===== config.mk =====
export PLATFORM = sky130hd
export DESIGN_NAME = pcp_parser
export DESIGN_NICKNAME = d
export VERILOG_FILES = /design/src/rtl/pcp_pkg.sv /design/src/rtl/pcp_decode.sv /design/src/rtl/pcp_lowest.sv /design/src/rtl/pcp_prim_count.sv /design/src/rtl/pcp_parser.sv
export SDC_FILE = /design/constraint.sdc
export NUM_CORES = 1
export LEC_CHECK = 0
export ABC_AREA = 1
export CORE_ASPECT_RATIO = 0.8
export CORE_MARGIN = 2
export CORE_UTILIZATION = 57
export DETAILED_ROUTE_END_ITERATION = 10
export PLACE_DENSITY = 0.86
export SKIP_LAST_GASP = 1
export SLEW_MARGIN = 25
export SYNTH_ARGS = -nofsm -noshare
export SYNTH_HDL_FRONTEND = slang
export SYNTH_SLANG_ARGS = --single-unit

===== constraint.sdc =====
create_clock -name clk -period 4.33 [get_ports clk]
set_input_delay 0.6495 -clock clk [delete_from_list [all_inputs] [get_ports clk]]
set_output_delay 0.6495 -clock clk [all_outputs]
set_load 0.05 [all_outputs]

===== src/rtl/pcp_pkg.sv =====
package pcp_pkg;

    localparam int WORD_W     = 32;
    localparam int ROLE_W     = 5;
    localparam int CTX_SLOTS  = 6;
    localparam int PRIM_SLOTS = 7;
    localparam int REP_W      = 2;

    // command word field positions
    localparam int PRIM_LSB = 0;
    localparam int RGB_LSB  = 4;
    localparam int Z_LSB    = 6;
    localparam int XY_LSB   = 8;
    localparam int LW_LSB   = 10;
    localparam int CLIP_BIT = 19;
    localparam int HS_BIT   = 31;

    localparam logic [1:0] MODE_OFF    = 2'd0;
    localparam logic [1:0] MODE_PKT    = 2'd1;
    localparam logic [1:0] MODE_PRIM   = 2'd2;
    localparam logic [1:0] MODE_SMOOTH = 2'd3;

    // packet-level slot order
    localparam int CX_LW      = 0;
    localparam int CX_XY      = 1;
    localparam int CX_CLIPMIN = 2;
    localparam int CX_CLIPMAX = 3;
    localparam int CX_RGB     = 4;
    localparam int CX_Z       = 5;

    // primitive-level slot order
    localparam int PS_XYMASK = 0;
    localparam int PS_XYADDR = 1;
    localparam int PS_DATA   = 2;
    localparam int PS_LW     = 3;
    localparam int PS_HS     = 4;
    localparam int PS_RGB    = 5;
    localparam int PS_Z      = 6;

    typedef enum logic [ROLE_W-1:0] {
        ROLE_CMD        = 5'd0,
        ROLE_COUNT      = 5'd1,
        ROLE_ZERO       = 5'd2,
        ROLE_UPDATE     = 5'd3,
        ROLE_PK_LW      = 5'd4,
        ROLE_PK_XYMASK  = 5'd5,
        ROLE_PK_CLIPMIN = 5'd6,
        ROLE_PK_CLIPMAX = 5'd7,
        ROLE_PK_RGB     = 5'd8,
        ROLE_PK_Z       = 5'd9,
        ROLE_PR_XYMASK  = 5'd10,
        ROLE_PR_XYADDR  = 5'd11,
        ROLE_PR_DATA    = 5'd12,
        ROLE_PR_LW      = 5'd13,
        ROLE_PR_HS      = 5'd14,
        ROLE_PR_RGB     = 5'd15,
        ROLE_PR_Z       = 5'd16
    } role_e;

    typedef enum logic [2:0] {
        ST_CMD,
        ST_COUNT,
        ST_ZERO,
        ST_UPDATE,
        ST_CTX,
        ST_PRIM
    } pstate_e;

    typedef struct packed {
        logic                                legal;
        logic [CTX_SLOTS-1:0]                ctx_mask;
        logic [PRIM_SLOTS-1:0]               prim_mask;
        logic [PRIM_SLOTS-1:0][REP_W-1:0]    prim_len;
    } cmd_cfg_t;

endpackage


===== src/rtl/pcp_decode.sv =====
module pcp_decode
    import pcp_pkg::*;
(
    input  logic [3:0] prim_code,
    input  logic [1:0] rgb_mode,
    input  logic [1:0] z_mode,
    input  logic [1:0] xy_mode,
    input  logic [1:0] lw_mode,
    input  logic       clip_en,
    input  logic       hs_en,
    output cmd_cfg_t   cfg
);

    logic [REP_W-1:0] data_len;
    logic             legal;

    always_comb begin
        legal    = 1'b1;
        data_len = 2'd1;
        unique case (prim_code)
            4'd0:             data_len = 2'd1;
            4'd1:             data_len = 2'd2;
            4'd2:             data_len = 2'd3;
            4'd5, 4'd6, 4'd7: data_len = 2'd2;
            4'd8:             data_len = 2'd1;
            default: begin
                legal    = 1'b0;
                data_len = 2'd1;
            end
        endcase
    end

    always_comb begin
        cfg       = '0;
        cfg.legal = legal;

        cfg.ctx_mask[CX_LW]      = (lw_mode == MODE_PKT);
        cfg.ctx_mask[CX_XY]      = (xy_mode == MODE_PKT);
        cfg.ctx_mask[CX_CLIPMIN] = clip_en;
        cfg.ctx_mask[CX_CLIPMAX] = clip_en;
        cfg.ctx_mask[CX_RGB]     = (rgb_mode == MODE_PKT);
        cfg.ctx_mask[CX_Z]       = (z_mode == MODE_PKT);

        for (int s = 0; s < PRIM_SLOTS; s++) begin
            cfg.prim_len[s] = 2'd1;
        end

        cfg.prim_mask[PS_XYMASK] = (xy_mode == MODE_PRIM);
        cfg.prim_mask[PS_XYADDR] = (xy_mode == MODE_PRIM);
        cfg.prim_mask[PS_DATA]   = 1'b1;
        cfg.prim_len[PS_DATA]    = data_len;
        cfg.prim_mask[PS_LW]     = (lw_mode == MODE_PRIM);
        cfg.prim_mask[PS_HS]     = hs_en;
        cfg.prim_mask[PS_RGB]    = (rgb_mode == MODE_PRIM) || (rgb_mode == MODE_SMOOTH);
        cfg.prim_len[PS_RGB]     = (rgb_mode == MODE_SMOOTH) ? 2'd3 : 2'd1;
        cfg.prim_mask[PS_Z]      = (z_mode == MODE_PRIM) || (z_mode == MODE_SMOOTH);
        cfg.prim_len[PS_Z]       = (z_mode == MODE_SMOOTH) ? 2'd3 : 2'd1;
    end

endmodule


===== src/rtl/pcp_lowest.sv =====
module pcp_lowest #(
    parameter  int N  = 8,
    localparam int IW = (N > 1) ? $clog2(N) : 1
) (
    input  logic [N-1:0]  vec,
    output logic [N-1:0]  onehot,
    output logic [IW-1:0] idx
);

    always_comb begin
        idx = '0;
        for (int i = N - 1; i >= 0; i--) begin
            if (vec[i]) begin
                idx = IW'(i);
            end
        end
    end

    assign onehot = vec & (~vec + N'(1));

endmodule


===== src/rtl/pcp_prim_count.sv =====
module pcp_prim_count #(
    parameter int CNT_W = 16
) (
    input  logic             clk,
    input  logic             rst_n,
    input  logic             load,
    input  logic [CNT_W-1:0] load_val,
    input  logic             dec,
    output logic             is_zero,
    output logic             is_one
);

    logic [CNT_W-1:0] cnt_q;

    always_ff @(posedge clk or negedge rst_n) begin
        if (!rst_n) begin
            cnt_q <= '0;
        end else if (load) begin
            cnt_q <= load_val;
        end else if (dec && (cnt_q != '0)) begin
            cnt_q <= cnt_q - CNT_W'(1);
        end
    end

    assign is_zero = (cnt_q == '0);
    assign is_one  = (cnt_q == CNT_W'(1));

endmodule


===== src/rtl/pcp_parser.sv =====
module pcp_parser
    import pcp_pkg::*;
#(
    parameter int CNT_W = 16
) (
    input  logic              clk,
    input  logic              rst_n,
    input  logic              in_valid,
    output logic              in_ready,
    input  logic [WORD_W-1:0] in_data,
    output logic              out_valid,
    output logic [ROLE_W-1:0] out_role,
    output logic [WORD_W-1:0] out_data,
    output logic              pkt_done,
    output logic              err
);

    localparam int CTX_IW  = $clog2(CTX_SLOTS);
    localparam int PRIM_IW = $clog2(PRIM_SLOTS);

    pstate_e               state_q, state_d;
    cmd_cfg_t              cfg_d, cfg_q;
    logic [CTX_SLOTS-1:0]  ctx_left_q, ctx_rest, ctx_oh;
    logic [PRIM_SLOTS-1:0] prim_left_q, prim_rest, prim_oh;
    logic [CTX_IW-1:0]     ctx_idx;
    logic [PRIM_IW-1:0]    prim_idx;
    logic [REP_W-1:0]      rep_q;
    logic                  slot_end, group_end;
    logic                  cnt_zero, cnt_one;
    logic                  done_c, drop_c, err_c;
    role_e                 role_c;

    assign in_ready = 1'b1;

    pcp_decode u_decode (
        .prim_code (in_data[PRIM_LSB +: 4]),
        .rgb_mode  (in_data[RGB_LSB +: 2]),
        .z_mode    (in_data[Z_LSB +: 2]),
        .xy_mode   (in_data[XY_LSB +: 2]),
        .lw_mode   (in_data[LW_LSB +: 2]),
        .clip_en   (in_data[CLIP_BIT]),
        .hs_en     (in_data[HS_BIT]),
        .cfg       (cfg_d)
    );

    pcp_lowest #(.N(CTX_SLOTS)) u_ctx_pick (
        .vec    (ctx_left_q),
        .onehot (ctx_oh),
        .idx    (ctx_idx)
    );

    pcp_lowest #(.N(PRIM_SLOTS)) u_prim_pick (
        .vec    (prim_left_q),
        .onehot (prim_oh),
        .idx    (prim_idx)
    );

    pcp_prim_count #(.CNT_W(CNT_W)) u_count (
        .clk      (clk),
        .rst_n    (rst_n),
        .load     (in_valid && (state_q == ST_COUNT)),
        .load_val (in_data[CNT_W-1:0]),
        .dec      (in_valid && (state_q == ST_PRIM) && group_end),
        .is_zero  (cnt_zero),
        .is_one   (cnt_one)
    );

    assign ctx_rest  = ctx_left_q & ~ctx_oh;
    assign prim_rest = prim_left_q & ~prim_oh;
    assign slot_end  = ((rep_q + REP_W'(1)) == cfg_q.prim_len[prim_idx]);
    assign group_end = slot_end && (prim_rest == '0);

    // next state, role and flags
    always_comb begin
        state_d = state_q;
        done_c  = 1'b0;
        role_c  = ROLE_CMD;
        drop_c  = err;
        err_c   = err;
        unique case (state_q)
            ST_CMD: begin
                role_c  = ROLE_CMD;
                drop_c  = !cfg_d.legal;
                err_c   = !cfg_d.legal;
                state_d = ST_COUNT;
            end
            ST_COUNT: begin
                role_c  = ROLE_COUNT;
                state_d = ST_ZERO;
            end
            ST_ZERO: begin
                role_c = ROLE_ZERO;
                if (in_data != '0) begin
                    drop_c = 1'b1;
                    err_c  = 1'b1;
                end
                state_d = ST_UPDATE;
            end
            ST_UPDATE: begin
                role_c = ROLE_UPDATE;
                if (cfg_q.ctx_mask != '0) begin
                    state_d = ST_CTX;
                end else if (!cnt_zero) begin
                    state_d = ST_PRIM;
                end else begin
                    state_d = ST_CMD;
                    done_c  = 1'b1;
                end
            end
            ST_CTX: begin
                role_c = role_e'(ROLE_W'(ROLE_PK_LW) + ROLE_W'(ctx_idx));
                if (ctx_rest == '0) begin
                    if (!cnt_zero) begin
                        state_d = ST_PRIM;
                    end else begin
                        state_d = ST_CMD;
                        done_c  = 1'b1;
                    end
                end
            end
            ST_PRIM: begin
                role_c = role_e'(ROLE_W'(ROLE_PR_XYMASK) + ROLE_W'(prim_idx));
                if (group_end && cnt_one) begin
                    state_d = ST_CMD;
                    done_c  = 1'b1;
                end
            end
            default: state_d = ST_CMD;
        endcase
        if (!in_valid) begin
            state_d = state_q;
            done_c  = 1'b0;
            err_c   = err;
        end
    end

    // state register and walk registers
    always_ff @(posedge clk or negedge rst_n) begin
        if (!rst_n) begin
            state_q     <= ST_CMD;
            cfg_q       <= '0;
            ctx_left_q  <= '0;
            prim_left_q <= '0;
            rep_q       <= '0;
        end else begin
            state_q <= state_d;
            if (in_valid) begin
                unique case (state_q)
                    ST_CMD: cfg_q <= cfg_d;
                    ST_UPDATE: begin
                        ctx_left_q  <= cfg_q.ctx_mask;
                        prim_left_q <= cfg_q.prim_mask;
                        rep_q       <= '0;
                    end
                    ST_CTX: ctx_left_q <= ctx_rest;
                    ST_PRIM: begin
                        if (slot_end) begin
                            rep_q       <= '0;
                            prim_left_q <= (prim_rest == '0) ? cfg_q.prim_mask : prim_rest;
                        end else begin
                            rep_q <= rep_q + REP_W'(1);
                        end
                    end
                    default: ;
                endcase
            end
        end
    end

    // registered outputs
    always_ff @(posedge clk or negedge rst_n) begin
        if (!rst_n) begin
            out_valid <= 1'b0;
            out_role  <= '0;
            out_data  <= '0;
            pkt_done  <= 1'b0;
            err       <= 1'b0;
        end else begin
            out_valid <= in_valid && !drop_c;
            out_role  <= role_c;
            out_data  <= in_data;
            pkt_done  <= done_c;
            err       <= err_c;
        end
    end

endmodule


==> results of run 1 <==
placed cells by master, fill, tap and decap left out, types with 4 or more instances in the layout:
cell and instances:
nand4_1 11, o21ai_0 50, nand3_1 37, nor4_1 6, inv_2 4, nor3_1 5, clkdlybuf4s50_1 73, xnor2_1 4
nand2_1 146, nor2_1 48, dfrtp_1 89, xor2_1 5, clkbuf_8 9, nand2_2 5, a31oi_1 4, inv_1 66
a21oi_1 8, buf_4 4
kinds of logic after synthesis:
logic type,count (synthesis)
AND/OR/NAND/NOR,270
flip-flops,89
buffers and inverters,82
AO/OA/AOI/OAI,75
XOR/XNOR,9
adder cells (fa/ha/maj),3
other,1
report_power, final:
| part | total, uW | internal (uW) | switching, uW |
|---|---|---|---|
| clock | 553 | 225 | 328 |
| combinational | 1550 | 517 | 1040 |
| sequential | 1260 | 1060 | 198 |
through the flow:
stage          util, %  hold slack (ns)
6_report          72.1            0.294
5_1_grt           72.1            0.354
4_1_cts           72.1            0.315
3_5_place_dp      69.5            0.483
3_3_place_gp      69.5            0.474
2_1_floorplan        -            0.354
flip-flops by register name (all words and copies together) (netlist names):
name,count
pkt_done,1
rep_q,2
state_q,3
out_valid,1
err,1
prim_left_q,7
out_role,5
cfg_q,15
u_count.cnt_q,16
ctx_left_q,6
out_data,32
worst max-delay path, stage by stage (launching register included):
cell     delay [ns]
dfrtp_1        0.43
inv_1          0.08
nor2_1         0.12
nand2_1        0.21
inv_1          0.30
o21ai_0        0.21
a21oi_1        0.70
o21ai_0        0.20
nand2_1        0.10
nand2_1        0.05
metal layers:
layer  track usage (%)  share of wire, %
met4              11.9               1.8
met1              37.1                42
met5                 0                 0
met2              46.9                48
met3              6.38               8.0
area by class of cell:
cell class	count	area share, %
clock buffer	9	2.35
sequential	89	42.2
inverter	70	4.98
clock inverter	7	1.28
multi-input combinational	358	32.6
timing repair buffer	77	14.4
tap	90	2.13
cell usage after synthesis (all sizes together):
library cell | n | area [um^2]
nand3b | 1 | 7.51
or3 | 1 | 6.26
xor2 | 5 | 43.8
nor2 | 52 | 215
a31oi | 4 | 25.0
or2 | 1 | 6.26
a211oi | 1 | 7.51
a21boi | 2 | 15.0
nor3 | 5 | 25.0
o221ai | 1 | 8.76
nand4 | 11 | 68.8
dfrtp | 89 | 2230
a21oi | 9 | 48.8
o211ai | 3 | 22.5
xnor2 | 4 | 35.0
buf | 5 | 35.0
inv | 70 | 263
o31ai | 3 | 22.5
conb | 1 | 3.75
clkbuf | 7 | 26.3
o21ai | 51 | 255
o22ai | 1 | 6.26
nand3 | 40 | 223
nor4 | 6 | 37.5
ha | 3 | 37.5
nand2 | 153 | 602
final timing paths:
kind,endpoint,start,slack [ns]
min in group clk,cfg_q[17]$_DFFE_PN0P_,cfg_q[17]$_DFFE_PN0P_,0.50
max in group asynchronous,out_data[22]$_DFF_PN0_,rst_n,3.11
max reg2reg,prim_left_q[1]$_DFFE_PN0P_,state_q[0]$_DFFE_PN0P_,1.84
max,prim_left_q[1]$_DFFE_PN0P_,state_q[0]$_DFFE_PN0P_,1.84
min reg2reg,cfg_q[17]$_DFFE_PN0P_,cfg_q[17]$_DFFE_PN0P_,0.50
min,ctx_left_q[2]$_DFFE_PN0P_,rst_n,0.29
==> results.toml, run 1 <==
[placed_design]
gp_congestion = 0.935
dpl.cell_count = 684
io_buffers = 74
dpl.hpwl_um = 7950
pre_cts_slack_ns = 1.77
dpl_cell_area_um2 = 5090

[yosys]
synth_fa_ha_area_share_pct = 0.878
synth_compound_area_share_pct = 9.63
synth_seq_cells = 89
syn_nets = 567
avgSynthCellArea_um2 = 8.08
synthCells = 529
ys_warn_count = 0
synth.distinct_cells = 38
synth.yosys.seq_area_share_pct = 52.1
synth_top_family_by_area = "simple AND/OR/NAND/NOR gates"
synth-xor-area-share_pct = 1.84
yosys.area_share.simple_pct = 27.9
synth.cell_area_um2 = 4270
synth.area.mux_share_pct = 0

[hold_path]
hp-class = "in2async"

[clock_tree]
cts_tree = "built"
ctsResizeCount = 0
clk_path_buf_depth = 2
htree_num_levels = 3
cts-root-buf = "clkbuf_8"
hold_buffers = 0
insertion_delay_ns = 0.37
cts_setup_buffers = 0
cts_sinks = 89
cts-buffers-inserted = 9
path_clk_slew_ns = 0.09

[sta]
max_freq_ghz = 0.401
rsz0062_at_grt = "false"
fin_skew_ns = 0.0139
tns_ns = 0
setup_viol = 0
relSlewSlack_pct = 43.2
setup_ws_ns = 1.84
hold_violations = 0
drv_slew = 0
worst_pin_slew_ns = 0.851
period_needed_ns = 2.49
fin_crit_sh_pct = 57.6

[floorplan]
initial_utilization_pct = 58.4
row_count = 28
fp.dieW_um = 101
die-area_um2 = 8210
die_h_um = 81.5
boundaryPins = 76
fp.coreArea_um2 = 7320

[critical_path]
cp-start-kind = "flip-flop"
cp_max_fo = 12
worst-endpoint-required_ns = 4.60
crit_type = "reg2reg"
ff2ff_path_depth = 9
cp_data_arrival_time_ns = 2.76
endpoint_kind = "flip-flop"

[finish]
register_area_um2 = 2230
fin_nets = 643
multi_input_area_um2 = 1720
syn_to_final_growth_pct = 23.5
antenna_cells = 0
finalNonFillerCells = 700
fill_cells = 566
drive_gt1_share_pct = 6.56
post-route-cell-area_um2 = 5280

[global_route]
grt_max_degree = 52
antenna_found_initial = 0
gr-total-overflow = 0
grt_pass1_vias = 3852
grt_usage_pct = 28.6
grt_pass1_wl_um = 18100

[detailed_routing]
wirelength_um = 10900
first_pass_iters = 6
vias_per_cell = 5.54
ant_nets = 0
wl_per_cell_um = 15.5
drc_errors = 0
drt_iter0_drc = 365
vias = 3876

[pwr]
power_per_cell_area_nw_per_um2 = 638
leakagePower_uw = 0.00254
irDropWorstVdd_uv = 320
p_total_uw = 3370

[flow_run]
cap_violations = 0

[run_status]
status = "finished, final reports clean"
(Power assumes the default switching activity.)
==> inputs of run 2 (changes only) <==
CORE_UTILIZATION = 53   (was 57)
PLACE_DENSITY = 0.8   (was 0.86)
clock period = 2.5 ns   (was 4.33 ns; I/O delays follow)
==> run 2 against run 1 <==
Compared with the run above:
- the flow now finishes with violations (hold timing)
- first-iteration DRC count down 1.6%
- die area up 7.2%
- via count up 0.80%
- routed wire length down 1.9%
- register-to-register slack worse by 1.6 ns
- sequential power up 73%
- global-route usage down 3.3 points
- combinational power up 72%
- critical path type unchanged
==> results.toml, run 2 (synthesis results as in run 1) <==
[floorplan]
initial_utilization_pct = 54.3
row_count = 29
boundaryPins = 76
fp.coreArea_um2 = 7870
die-area_um2 = 8800
die_h_um = 84.3
fp.dieW_um = 104

[detailed_routing]
ant_nets = 0
wirelength_um = 10700
wl_per_cell_um = 14.8
drc_errors = 0
drt_iter0_drc = 359
vias = 3907
vias_per_cell = 5.41
first_pass_iters = 5

[sta]
worst_pin_slew_ns = 0.601
max_freq_ghz = 0.433
fin_crit_sh_pct = 92.3
setup_viol = 0
drv_slew = 0
fin_skew_ns = 0.00944
relSlewSlack_pct = 59.9
hold_violations = 2
period_needed_ns = 2.31
rsz0062_at_grt = "false"
hold-worst-slack_ns = -0.00232
tns_ns = 0
setup_ws_ns = 0.192

[clock_tree]
cts_setup_buffers = 0
cts-buffers-inserted = 9
path_clk_slew_ns = 0.10
clk_path_buf_depth = 2
ctsResizeCount = 0
hold_buffers = 0
cts_tree = "built"
cts_sinks = 89
cts-root-buf = "clkbuf_8"
htree_num_levels = 3
insertion_delay_ns = 0.38

[finish]
antenna_cells = 0
largestRegisters = "out_data (32), u_count.cnt_q (16), cfg_q (15)"
largest_reg_flops = 32
post-route-cell-area_um2 = 5350
drive_gt1_share_pct = 7.17
finalNonFillerCells = 722
fill_cells = 657
fin_nets = 647
regMostFlops = "out_data"
final_common_cell = "nand2_1"
final_cell_mix = "146 x nand2_1, 89 x dfrtp_1, 73 x clkdlybuf4s50_1"
syn_to_final_growth_pct = 25.3

[placed_design]
pre_cts_slack_ns = 0.263
gp_congestion = 0.971
dpl.cell_count = 706
dpl.hpwl_um = 7920
dpl_cell_area_um2 = 5150
io_buffers = 74

[run_status]
violations = "hold timing"
status = "finished with violations"

[critical_path]
ff2ff_path_depth = 10
worst-endpoint-required_ns = 2.77
endpoint_kind = "flip-flop"
cp_max_fo = 18
cp_data_arrival_time_ns = 2.58
cp-start-kind = "flip-flop"
crit_type = "reg2reg"

[global_route]
gr-total-overflow = 0
grt_pass1_wl_um = 17700
antenna_found_initial = 0
grt_usage_pct = 25.2
grt_max_degree = 48
grt_pass1_vias = 3733

[pwr]
irDropWorstVdd_uv = 503
power_per_cell_area_nw_per_um2 = 1090
leakagePower_uw = 0.00257

[hold_path]
hp-class = "in2async"

[flow_run]
cap_violations = 0
-- run 2: layer usage --
layer  vias up  routed length [um]  share of wire (%)  global-route usage (%)
li1       1857                   -                  -                       -
met1      1851                4660                 44                    33.8
met2       176                4820                 45                    39.9
met3        23                 935                8.8                    7.69
met4         0                 232                2.2                    7.74
met5         -                   0                  0                       0
-- run 2: path summary, 6_finish.rpt --
check                                                   from                      endpoint  slack [ns]
worst max-delay path            u_count.cnt_q[0]$_DFFE_PN0P_  u_count.cnt_q[5]$_DFFE_PN0P_        0.19
worst min-delay path                                   rst_n         out_role[4]$_DFF_PN0_      -0.002
worst max register to register  u_count.cnt_q[0]$_DFFE_PN0P_  u_count.cnt_q[5]$_DFFE_PN0P_        0.19
worst min register to register         cfg_q[19]$_DFFE_PN0P_         cfg_q[19]$_DFFE_PN0P_        0.49
max in group asynchronous                              rst_n     ctx_left_q[0]$_DFFE_PN0P_        1.91
min in group clk                                 in_data[24]        out_data[24]$_DFF_PN0_        0.45
-- run 2: report_power, final --
group          total (uW)  internal, uW  switching, uW
logic                2660           909           1750
clock network        1010           400            606
registers            2180          1840            337
-- run 2: stage by stage --
| step | total power, uW | util [%] |
|---|---|---|
| final | 5850 | 68.0 |
| after global routing | 6290 | 68.0 |
| after CTS | 5830 | 68.0 |
| after detailed placement | 4800 | 65.4 |
| after global placement | 4700 | 65.4 |
| after floorplan | 4090 | - |
-- run 2: layout make-up --
class	count	area [um^2]	area share (%)
repair buffers	81	803	15.0
multi-input cells	358	1720	32.2
inverters	70	263	4.91
flip-flops and latches	89	2230	41.6
clock inverters	7	78.8	1.47
well taps	108	135	2.52
clock buffers	9	124	2.31
-- run 2: worst max-delay path, stage by stage, from the launching register on --
cell	delay [ns]
dfrtp_1	0.43
inv_1	0.13
ha_1	0.18
inv_1	0.07
nor2_1	0.23
inv_1	0.10
or3_1	0.45
nand3_4	0.26
nand2_4	0.18
nand2_1	0.10
nand2_1	0.06
==> inputs of run 3 (changes only) <==
CORE_UTILIZATION = 40   (was 53)
PLACE_DENSITY = not set   (was 0.8)
==> run 3 against run 2 <==
Compared with the run above:
- the flow now finishes without violations
- flip-flop and latch count unchanged
- hold slack improved by 0.030 ns
- non-clock buffer count increased by 4
- worst setup slack improved by 0.10 ns
- design area up 3.8%
- register-to-register slack better by 0.10 ns
- fmax increased by 4.6%
- clock skew shrank 0.0036 ns
- clock-buffer cell count up 1
- sequential power about the same
==> results.toml, run 3 (synthesis results as in run 1) <==
[run_status]
status = "finished, final reports clean"

[sta]
rsz0062_at_grt = "false"
worst_pin_slew_ns = 0.568
setup_viol = 0
hold-worst-slack_ns = 0.0277
max_freq_ghz = 0.453
fin_crit_sh_pct = 88.2
setup_ws_ns = 0.295
tns_ns = 0
relSlewSlack_pct = 62.1
fin_skew_ns = 0.00587
drv_slew = 0
hold_violations = 0
period_needed_ns = 2.21

[clock_tree]
cts_setup_buffers = 0
clk_path_buf_depth = 2
path_clk_slew_ns = 0.07
cts-buffers-inserted = 9
cts_sinks = 89
insertion_delay_ns = 0.34
cts-root-buf = "clkbuf_16"
htree_num_levels = 3
hold_buffers = 0
cts_tree = "built"
ctsResizeCount = 0

[detailed_routing]
first_pass_iters = 5
vias = 3785
drt_iter0_drc = 281
vias_per_cell = 4.99
ant_nets = 0
wl_per_cell_um = 14.5
drc_errors = 0
wirelength_um = 11000

[finish]
fill_cells = 967
fin_nets = 651
final_cell_mix = "146 x nand2_1, 89 x dfrtp_1, 73 x clkdlybuf4s50_1"
antenna_cells = 0
final_common_cell = "nand2_1"
drive_gt1_share_pct = 7.77
regMostFlops = "out_data"
largestRegisters = "out_data (32), u_count.cnt_q (16), cfg_q (15)"
syn_to_final_growth_pct = 30.0
largest_reg_flops = 32

[global_route]
grt_pass1_wl_um = 18200
antenna_found_initial = 0
gr-total-overflow = 0
grt_max_degree = 46
grt_usage_pct = 20.6
grt_pass1_vias = 3659

[floorplan]
fp.coreArea_um2 = 10300
fp.dieW_um = 120
die-area_um2 = 11500
die_h_um = 96.5
row_count = 33
initial_utilization_pct = 41.4
boundaryPins = 76

[pwr]
leakagePower_uw = 0.00265
power_per_cell_area_nw_per_um2 = 1150
irDropWorstVdd_uv = 433

[placed_design]
gp_congestion = 0.898
dpl.hpwl_um = 8230
pre_cts_slack_ns = 0.334
io_buffers = 74

[flow_run]
cap_violations = 0

[critical_path]
cp_data_arrival_time_ns = 2.44
cp_max_fo = 13
crit_type = "reg2reg"
endpoint_kind = "flip-flop"
ff2ff_path_depth = 11
worst-endpoint-required_ns = 2.74
cp-start-kind = "flip-flop"

[hold_path]
hp-class = "in2async"
==> run 3: path summary, 6_finish.rpt <==
path                                                  from                             to  slack [ns]
worst max-delay path            prim_left_q[0]$_DFFE_PN0P_  u_count.cnt_q[10]$_DFFE_PN0P_        0.29
worst min-delay path                                 rst_n     prim_left_q[1]$_DFFE_PN0P_        0.03
worst max register to register  prim_left_q[0]$_DFFE_PN0P_  u_count.cnt_q[10]$_DFFE_PN0P_        0.29
worst min register to register       cfg_q[19]$_DFFE_PN0P_          cfg_q[19]$_DFFE_PN0P_        0.47
max in group asynchronous                            rst_n          out_data[1]$_DFF_PN0_        1.82
min in group clk                     cfg_q[19]$_DFFE_PN0P_          cfg_q[19]$_DFFE_PN0P_        0.47
==> run 3: cell type report <==
type                            count  area, um^2  share of cell area [%]
Timing Repair Buffer               85         833                    15.0
Tap cell                          140         175                    3.15
Sequential cell                    89        2230                    40.1
Clock inverter                      6        97.6                    1.76
Inverter                           70         263                    4.73
Multi-Input combinational cell    358        1720                    31.0
Clock buffer                       10         239                    4.30
==> run 3: report_power, final <==
group / switching (uW) / internal [uW] / leakage, uW
sequential: 340 / 1840 / 0.00110
combinational: 1740 / 924 / 0.00139
clock: 596 / 917 / 0.000165
==> run 3: worst max-delay path: stages, from the launching register on <==
cell	delay, ns
dfrtp_1	0.43
inv_1	0.15
nand2_1	0.08
o21ai_0	0.30
nand3_1	0.13
nor2_1	0.11
nand3_1	0.19
nor2_4	0.21
nand3_4	0.13
buf_4	0.24
nand3_1	0.09
nand2_1	0.06
==> run 3: metal layers <==
layer | GRT usage, % | share of wire (%) | vias to the layer above
li1 | - | - | 1872
met1 | 28.0 | 47 | 1779
met2 | 31.7 | 44 | 122
met3 | 6.51 | 7.6 | 12
met4 | 6.57 | 1.1 | 0
met5 | 0 | 0 | -
==> run 3: metrics by stage <==
step           instances  total power [uW]  utilization [%]  cell area (um^2)
3_3_place_gp         742              4810             50.6              5220
2_1_floorplan        529              4090                -              4270
6_report             758              6370             53.8              5560
3_5_place_dp         742              4850             50.6              5220
5_1_grt              758              6880             53.8              5560
4_1_cts              758              6390             53.8              5560
